==> src/rtl/spm_pkg.sv <==
package spm_pkg;

    typedef enum logic [1:0] {
        ADDR_PORT = 2'd0,
        ADDR_DIR  = 2'd1,
        ADDR_STAT = 2'd2,
        ADDR_NONE = 2'd3
    } reg_addr_e;

    typedef struct packed {
        logic en;
        logic master;
        logic tx_en;
        logic rx_en;
    } link_cfg_t;

    localparam int SYNC_PINS = 3;

endpackage

==> src/rtl/spm_sync.sv <==
module spm_sync #(
    parameter int  STAGES  = 2,
    parameter logic RST_VAL = 1'b1
) (
    input  logic clk,
    input  logic rst_n,
    input  logic din,
    output logic dout
);
    logic [STAGES-1:0] stage_d, stage_q;

    always_comb begin
        stage_d = {stage_q[STAGES-2:0], din};
    end

    always_ff @(posedge clk or negedge rst_n) begin
        if (!rst_n) stage_q <= {STAGES{RST_VAL}};
        else        stage_q <= stage_d;
    end

    assign dout = stage_q[STAGES-1];
endmodule

==> src/rtl/spm_regs.sv <==
module spm_regs
    import spm_pkg::*;
#(
    parameter int NP = 9
) (
    input  logic          clk,
    input  logic          rst_n,
    input  logic          wr,
    input  reg_addr_e     addr,
    input  logic [NP-1:0] wdata,
    input  logic          fault_set,
    input  logic [NP-1:0] pad_in,
    output logic [NP-1:0] data_q,
    output logic [NP-3:0] dir_spi,
    output logic          fault_q,
    output logic [NP-1:0] rdata
);
    typedef struct packed {
        logic [NP-1:0] data;
        logic [NP-1:0] dir;
        logic          fault;
    } regs_t;

    regs_t st_d, st_q;

    always_comb begin
        st_d = st_q;
        if (wr && addr == ADDR_PORT) st_d.data = wdata;
        if (wr && addr == ADDR_DIR)  st_d.dir  = wdata;
        if (wr && addr == ADDR_STAT && wdata[0]) st_d.fault = 1'b0;
        if (fault_set) st_d.fault = 1'b1;
    end

    always_ff @(posedge clk or negedge rst_n) begin
        if (!rst_n) st_q <= '0;
        else        st_q <= st_d;
    end

    always_comb begin
        unique case (addr)
            ADDR_PORT: rdata = pad_in;
            ADDR_DIR:  rdata = st_q.dir;
            ADDR_STAT: rdata = {{(NP-1){1'b0}}, st_q.fault};
            default:   rdata = '0;
        endcase
    end

    assign data_q  = st_q.data;
    assign dir_spi = st_q.dir[NP-3:0];
    assign fault_q = st_q.fault;
endmodule

==> src/rtl/spm_route.sv <==
module spm_route
    import spm_pkg::*;
#(
    parameter int NUM_CS = 4
) (
    input  link_cfg_t             cfg,
    input  logic [NUM_CS+4:0]     data_q,
    input  logic [NUM_CS+2:0]     dir_spi,
    input  logic [SYNC_PINS-1:0]  pad_lo,
    input  logic                  pad_rxd,
    input  logic                  ss_sync,
    input  logic                  spi_sdo,
    input  logic                  spi_sck_out,
    input  logic [NUM_CS-1:0]     spi_cs_out,
    input  logic                  sci_txd,
    output logic [NUM_CS+4:0]     pad_out,
    output logic [NUM_CS+4:0]     pad_oe,
    output logic                  spi_sdi,
    output logic                  spi_sck_in,
    output logic                  spi_ss_n,
    output logic                  sci_rxd
);
    localparam int NP     = NUM_CS + 5;
    localparam int NSPI   = SYNC_PINS + NUM_CS;
    localparam int IDX_CS = SYNC_PINS;
    localparam int IDX_TX = NSPI;
    localparam int IDX_RX = NSPI + 1;

    logic [NUM_CS-1:0] cs_drv;
    logic [NSPI-1:0]   spi_drv;
    logic [NSPI-1:0]   spi_val;
    logic              claim;
    logic              mst;

    assign claim = cfg.en;
    assign mst   = cfg.master;

    // one chip-select pad per engine select line
    for (genvar k = 0; k < NUM_CS; k++) begin : g_cs
        assign cs_drv[k] = claim & mst & dir_spi[IDX_CS+k];
    end

    always_comb begin
        spi_drv = {cs_drv, claim & mst,
                   claim & mst & dir_spi[1],
                   claim & ~mst & dir_spi[0]};
        spi_val = {spi_cs_out, spi_sck_out, spi_sdo, spi_sdo};
    end

    always_comb begin
        for (int i = 0; i < NSPI; i++) begin
            pad_oe[i]  = claim ? spi_drv[i] : dir_spi[i];
            pad_out[i] = spi_drv[i] ? spi_val[i] : data_q[i];
        end
        pad_oe[IDX_TX]  = 1'b1;
        pad_out[IDX_TX] = cfg.tx_en ? sci_txd : data_q[IDX_TX];
        pad_oe[IDX_RX]  = 1'b0;
        pad_out[IDX_RX] = data_q[IDX_RX];
    end

    always_comb begin
        spi_sdi    = 1'b0;
        spi_sck_in = 1'b0;
        spi_ss_n   = 1'b1;
        if (claim) begin
            if (mst) begin
                spi_sdi = ~dir_spi[0] & pad_lo[0];
            end else begin
                spi_sdi    = ~dir_spi[1] & pad_lo[1];
                spi_sck_in = pad_lo[2];
                spi_ss_n   = dir_spi[IDX_CS] | ss_sync;
            end
        end
        sci_rxd = cfg.rx_en & pad_rxd;
    end

    logic unused_np;
    assign unused_np = (NP > 0) ? 1'b0 : 1'b1;
endmodule

==> src/rtl/spm_pinmux.sv <==
module spm_pinmux
    import spm_pkg::*;
#(
    parameter int NUM_CS = 4,
    localparam int NP    = NUM_CS + 5
) (
    input  logic              clk,
    input  logic              rst_n,
    input  logic              bus_wr,
    input  logic [1:0]        bus_addr,
    input  logic [NP-1:0]     bus_wdata,
    output logic [NP-1:0]     bus_rdata,
    input  logic              spi_en,
    input  logic              spi_master,
    input  logic              sci_tx_en,
    input  logic              sci_rx_en,
    input  logic              spi_sdo,
    input  logic              spi_sck_out,
    input  logic [NUM_CS-1:0] spi_cs_out,
    input  logic              sci_txd,
    output logic              spi_sdi,
    output logic              spi_sck_in,
    output logic              spi_ss_n,
    output logic              sci_rxd,
    output logic              mode_fault,
    input  logic [NP-1:0]     pad_in,
    output logic [NP-1:0]     pad_out,
    output logic [NP-1:0]     pad_oe
);
    localparam int IDX_CS = SYNC_PINS;
    localparam int IDX_RX = NP - 1;

    link_cfg_t     cfg;
    logic [NP-1:0] data_q;
    logic [NP-3:0] dir_spi;
    logic          ss_sync;
    logic          fault_set;

    assign cfg = '{en: spi_en, master: spi_master, tx_en: sci_tx_en, rx_en: sci_rx_en};

    spm_sync #(.STAGES(2), .RST_VAL(1'b1)) u_ss_sync (
        .clk  (clk),
        .rst_n(rst_n),
        .din  (pad_in[IDX_CS]),
        .dout (ss_sync)
    );

    assign fault_set = spi_en & spi_master & ~dir_spi[IDX_CS] & ~ss_sync;

    spm_regs #(.NP(NP)) u_regs (
        .clk      (clk),
        .rst_n    (rst_n),
        .wr       (bus_wr),
        .addr     (reg_addr_e'(bus_addr)),
        .wdata    (bus_wdata),
        .fault_set(fault_set),
        .pad_in   (pad_in),
        .data_q   (data_q),
        .dir_spi  (dir_spi),
        .fault_q  (mode_fault),
        .rdata    (bus_rdata)
    );

    spm_route #(.NUM_CS(NUM_CS)) u_route (
        .cfg        (cfg),
        .data_q     (data_q),
        .dir_spi    (dir_spi),
        .pad_lo     (pad_in[SYNC_PINS-1:0]),
        .pad_rxd    (pad_in[IDX_RX]),
        .ss_sync    (ss_sync),
        .spi_sdo    (spi_sdo),
        .spi_sck_out(spi_sck_out),
        .spi_cs_out (spi_cs_out),
        .sci_txd    (sci_txd),
        .pad_out    (pad_out),
        .pad_oe     (pad_oe),
        .spi_sdi    (spi_sdi),
        .spi_sck_in (spi_sck_in),
        .spi_ss_n   (spi_ss_n),
        .sci_rxd    (sci_rxd)
    );
endmodule

==> config.mk <==
export PLATFORM = sky130hd
export DESIGN_NAME = spm_pinmux
export DESIGN_NICKNAME = d
export VERILOG_FILES = /design/src/rtl/spm_pkg.sv /design/src/rtl/spm_sync.sv /design/src/rtl/spm_regs.sv /design/src/rtl/spm_route.sv /design/src/rtl/spm_pinmux.sv
export SDC_FILE = /design/constraint.sdc
export NUM_CORES = 1
export LEC_CHECK = 0
export BUFFER_PORTS_ARGS = -buffer_cell sky130_fd_sc_hd__buf_4
export CORE_UTILIZATION = 39
export DETAILED_ROUTE_END_ITERATION = 10
export PLACE_DENSITY = 0.69
export SYNTH_ARGS = -nofsm -noshare
export SYNTH_HDL_FRONTEND = slang
export SYNTH_HIERARCHICAL = 1
export SYNTH_SLANG_ARGS = --single-unit
==> constraint.sdc <==
create_clock -name clk -period 2.7 [get_ports clk]
set_clock_uncertainty 0.15 [all_clocks]
set_input_delay 0.135 -clock clk [delete_from_list [all_inputs] [get_ports clk]]
set_output_delay 0.135 -clock clk [all_outputs]
set_load 0.05 [all_outputs]
==> results.md <==
* Fin worst setup slack at 0.9417 ns
* Final hold violations at 0
* Max Fclk at 568.7 MHz
* Num CTS Buffers at 3
* Setup WS pre-CTS at 1.037 ns
* Initial core utilization at 41.39%
* Met3 usage at approximately 4.2%
* Met2 Track Usage GR at 25.96%
* Worst path arrival time at 1.47 ns
* Global route overflow at 0
* Pin count of the biggest net entering global routing at 22
* Chip width at 62.21 um
* M1 GR Usage at between 20 and 25%
* Post-route DRC at 0
* Kind of critical path: reg -> out
* Clock-pin slew on the worst setup and hold paths at 0.12 ns
* Htree depth at 1
* Peak supply drop at 0.3665 mV
* Final setup TNS at 0 ns
* Layout area overhead at 34.78%
* Final setup viols at 0
* Vias per cell at 4.751
* Reg2reg end: u_regs/fault_q
* Port-buffer cells at 63
* EDFF count, synth at 0
* DIE HEIGHT at 62.21 um
* CP Capture Type: primary output
* Hold endpoint: u_regs/fault_q
* Critical Path RT at 2.41 ns
* Power Density at 604.4 nW/um^2
* Worst-path fanout max at 5
* Post-CTS setup buffers at 0
* Clock sinks at 21
* Max Cap Viol at 0
* Power, Total at about 1.2 mW
* Syn Nets at 154
* Final hold slack at 0.04646 ns
* Unrepaired setup endpoints after global routing: no
* I/O pin count at 66
* Number of cell rows at 21
* Yosys reg bits at 21
* Yosys warns at 6
* DP Wirelength at 2379 um
* Most Crowded Layer GR: met2
* Diode count at 0
* Hold crit path type: in -> reg
* Post-route ant nets at 0
* Skew-Pair Late Insertion Delay at 0.30 ns
* Final core occ at 55.79%
* Pins Over Slew Limit at 0
* CTS max path bufs at 2
* RR Startpoint: u_ss_sync/stage_q[1]
* Post-Synthesis Cells at 120
* Sequential share of the synthesized area at a little under two fifths
* CTS tree: built
* Vias at between 1,000 and 1,500
* Layout cell share with drive strength beyond 1 at between 50% and 60%
* Synth async-reset ratio at 100.0%
* GPL Wtd Cong at 0.6919
* Syn Area/Cell at 11.78 sq um
* Hold path startpoint: bus_wr
* Routed WL at 3137 um
* P_leak at 0.9686 nW
* Startpoint class of the critical path: flop
* Top FF cell, synth: dfrtp_1
* Initial antenna violation count at 0
* CTS Root Cell: clkbuf_4
* R2R depth at 2
* Worst hold path cell count at 3
* Status: finished, final reports clean
* Initial DRT Pass Iterations at 4
* Drt first-iter violations at 13
* Yosys cell types at 26
* Relative slew margins at 63.03%
* Die area at 3870 sq um
* Vias in the first global route at 1,041
* Worst setup slack for register-to-register paths at 1.56 ns
* Final period util at about two thirds
* WL/cell at 14.19 um
* Core ar. at approximately 3400 sq um
* GR Util All Layers at 16.84%
* Synthesized area at 1414 sq um
* Final min period at 1.758 ns
* First-pass GRT wire length at 5078 um
* Post-layout net count at 210
* Slew at the pin closest to its max-slew limit at 0.5521 ns
synthesized netlist by cell type, drive strengths merged (2+ instances only):
cell type	count	share of area [%]
mux2	26	25
buf	23	13
dfrtp	19	34
mux2i	9	6.4
nor2	9	2.4
and2	7	3.1
nand3	5	1.8
nand3b	4	3.0
conb	2	0.53
dfstp	2	3.7
inv	2	0.53
o21ai	2	0.71
cells by family after synthesis:
| logic type | count (synthesis) | synth area share (%) |
|---|---|---|
| AND/OR/NAND/NOR | 32 | 14.95 |
| buffers and inverters | 26 | 13.54 |
| AO/OA/AOI/OAI | 4 | 1.770 |
| other | 2 | 0.5312 |
| flip-flops | 21 | 37.35 |
| multiplexers | 35 | 31.86 |
how the worst max path moves through the flow:
stage,startpoint,end,slack (ns),cells after the start
6_report,u_regs/dir_spi[1],spi_sdi,0.94,3
5_1_grt,u_regs/dir_spi[1],spi_sdi,0.88,3
2_1_floorplan,u_regs/dir_spi[1],spi_sdi,0.80,3
4_1_cts,u_regs/dir_spi[1],spi_sdi,0.93,3
3_3_place_gp,bus_addr[0],u_regs/data_q[4],1.10,4
3_5_place_dp,bus_addr[0],u_regs/data_q[4],1.04,4
critical path: stages, from the launching register on:
cell and delay (ns):
dfrtp_1 0.44, or3b_1 0.36, a21boi_1 0.16, buf_4 0.22
metal layers:
metal  up-vias  part of all wire [%]
li1        502                     -
met1       495                    44
met2        47                    48
met3         6                   6.7
met4         0                   1.5
met5         -                     0
flip-flops by register name, indices dropped and copies added (netlist names):
signal	count
u_regs/data_q	9
u_regs/dir_spi	7
u_regs/fault_q	1
u_regs/st_q	2
u_ss_sync/stage_q	2
placed cells by master, fill, tap and decap left out, types with 2 or more instances in the layout:
master | synthesis | routed
dfstp_2 | 2 | 2
mux2i_1 | 9 | 9
nand3b_1 | 3 | 3
nor2_1 | 9 | 9
buf_4 | 21 | 64
conb_1 | 2 | 2
dfrtp_1 | 19 | 19
and2_1 | 7 | 7
dlygate4sd3_1 | 0 | 11
clkbuf_4 | 0 | 3
mux2_4 | 18 | 18
inv_1 | 2 | 2
mux2_2 | 8 | 8
nand3_1 | 5 | 5
what timing repair did:
action | in CTS | in global routing
endpoints found under the hold margin | 40 | 0
gates resized for setup | 0 | 0
hold buffers | 11 | 0
per-stage QoR:
stage	area, sq um	cells
after floorplan	1414	120
after global placement	1768	206
after detailed placement	1768	206
after CTS	1906	221
after global routing	1906	221
final	1906	221
where the power goes:
part,leakage [nW],internal [mW],switching (mW)
clock network,0.0177,0.0551,0.0927
registers,0.245,0.372,0.0477
logic,0.705,0.243,0.341
total,0.969,0.670,0.481
area by class of cell:
cell class              instances  area [sq um]
clock buffers                   3         22.52
clock inverters                 1         5.005
fillers                       306          1510
inverters                       2         7.507
multi-input cells              73         694.4
flip-flops and latches         21         528.0
well taps                      46         57.56
repair buffers                 75         590.6
No activity file was read; power rests on OpenSTA's default activity.
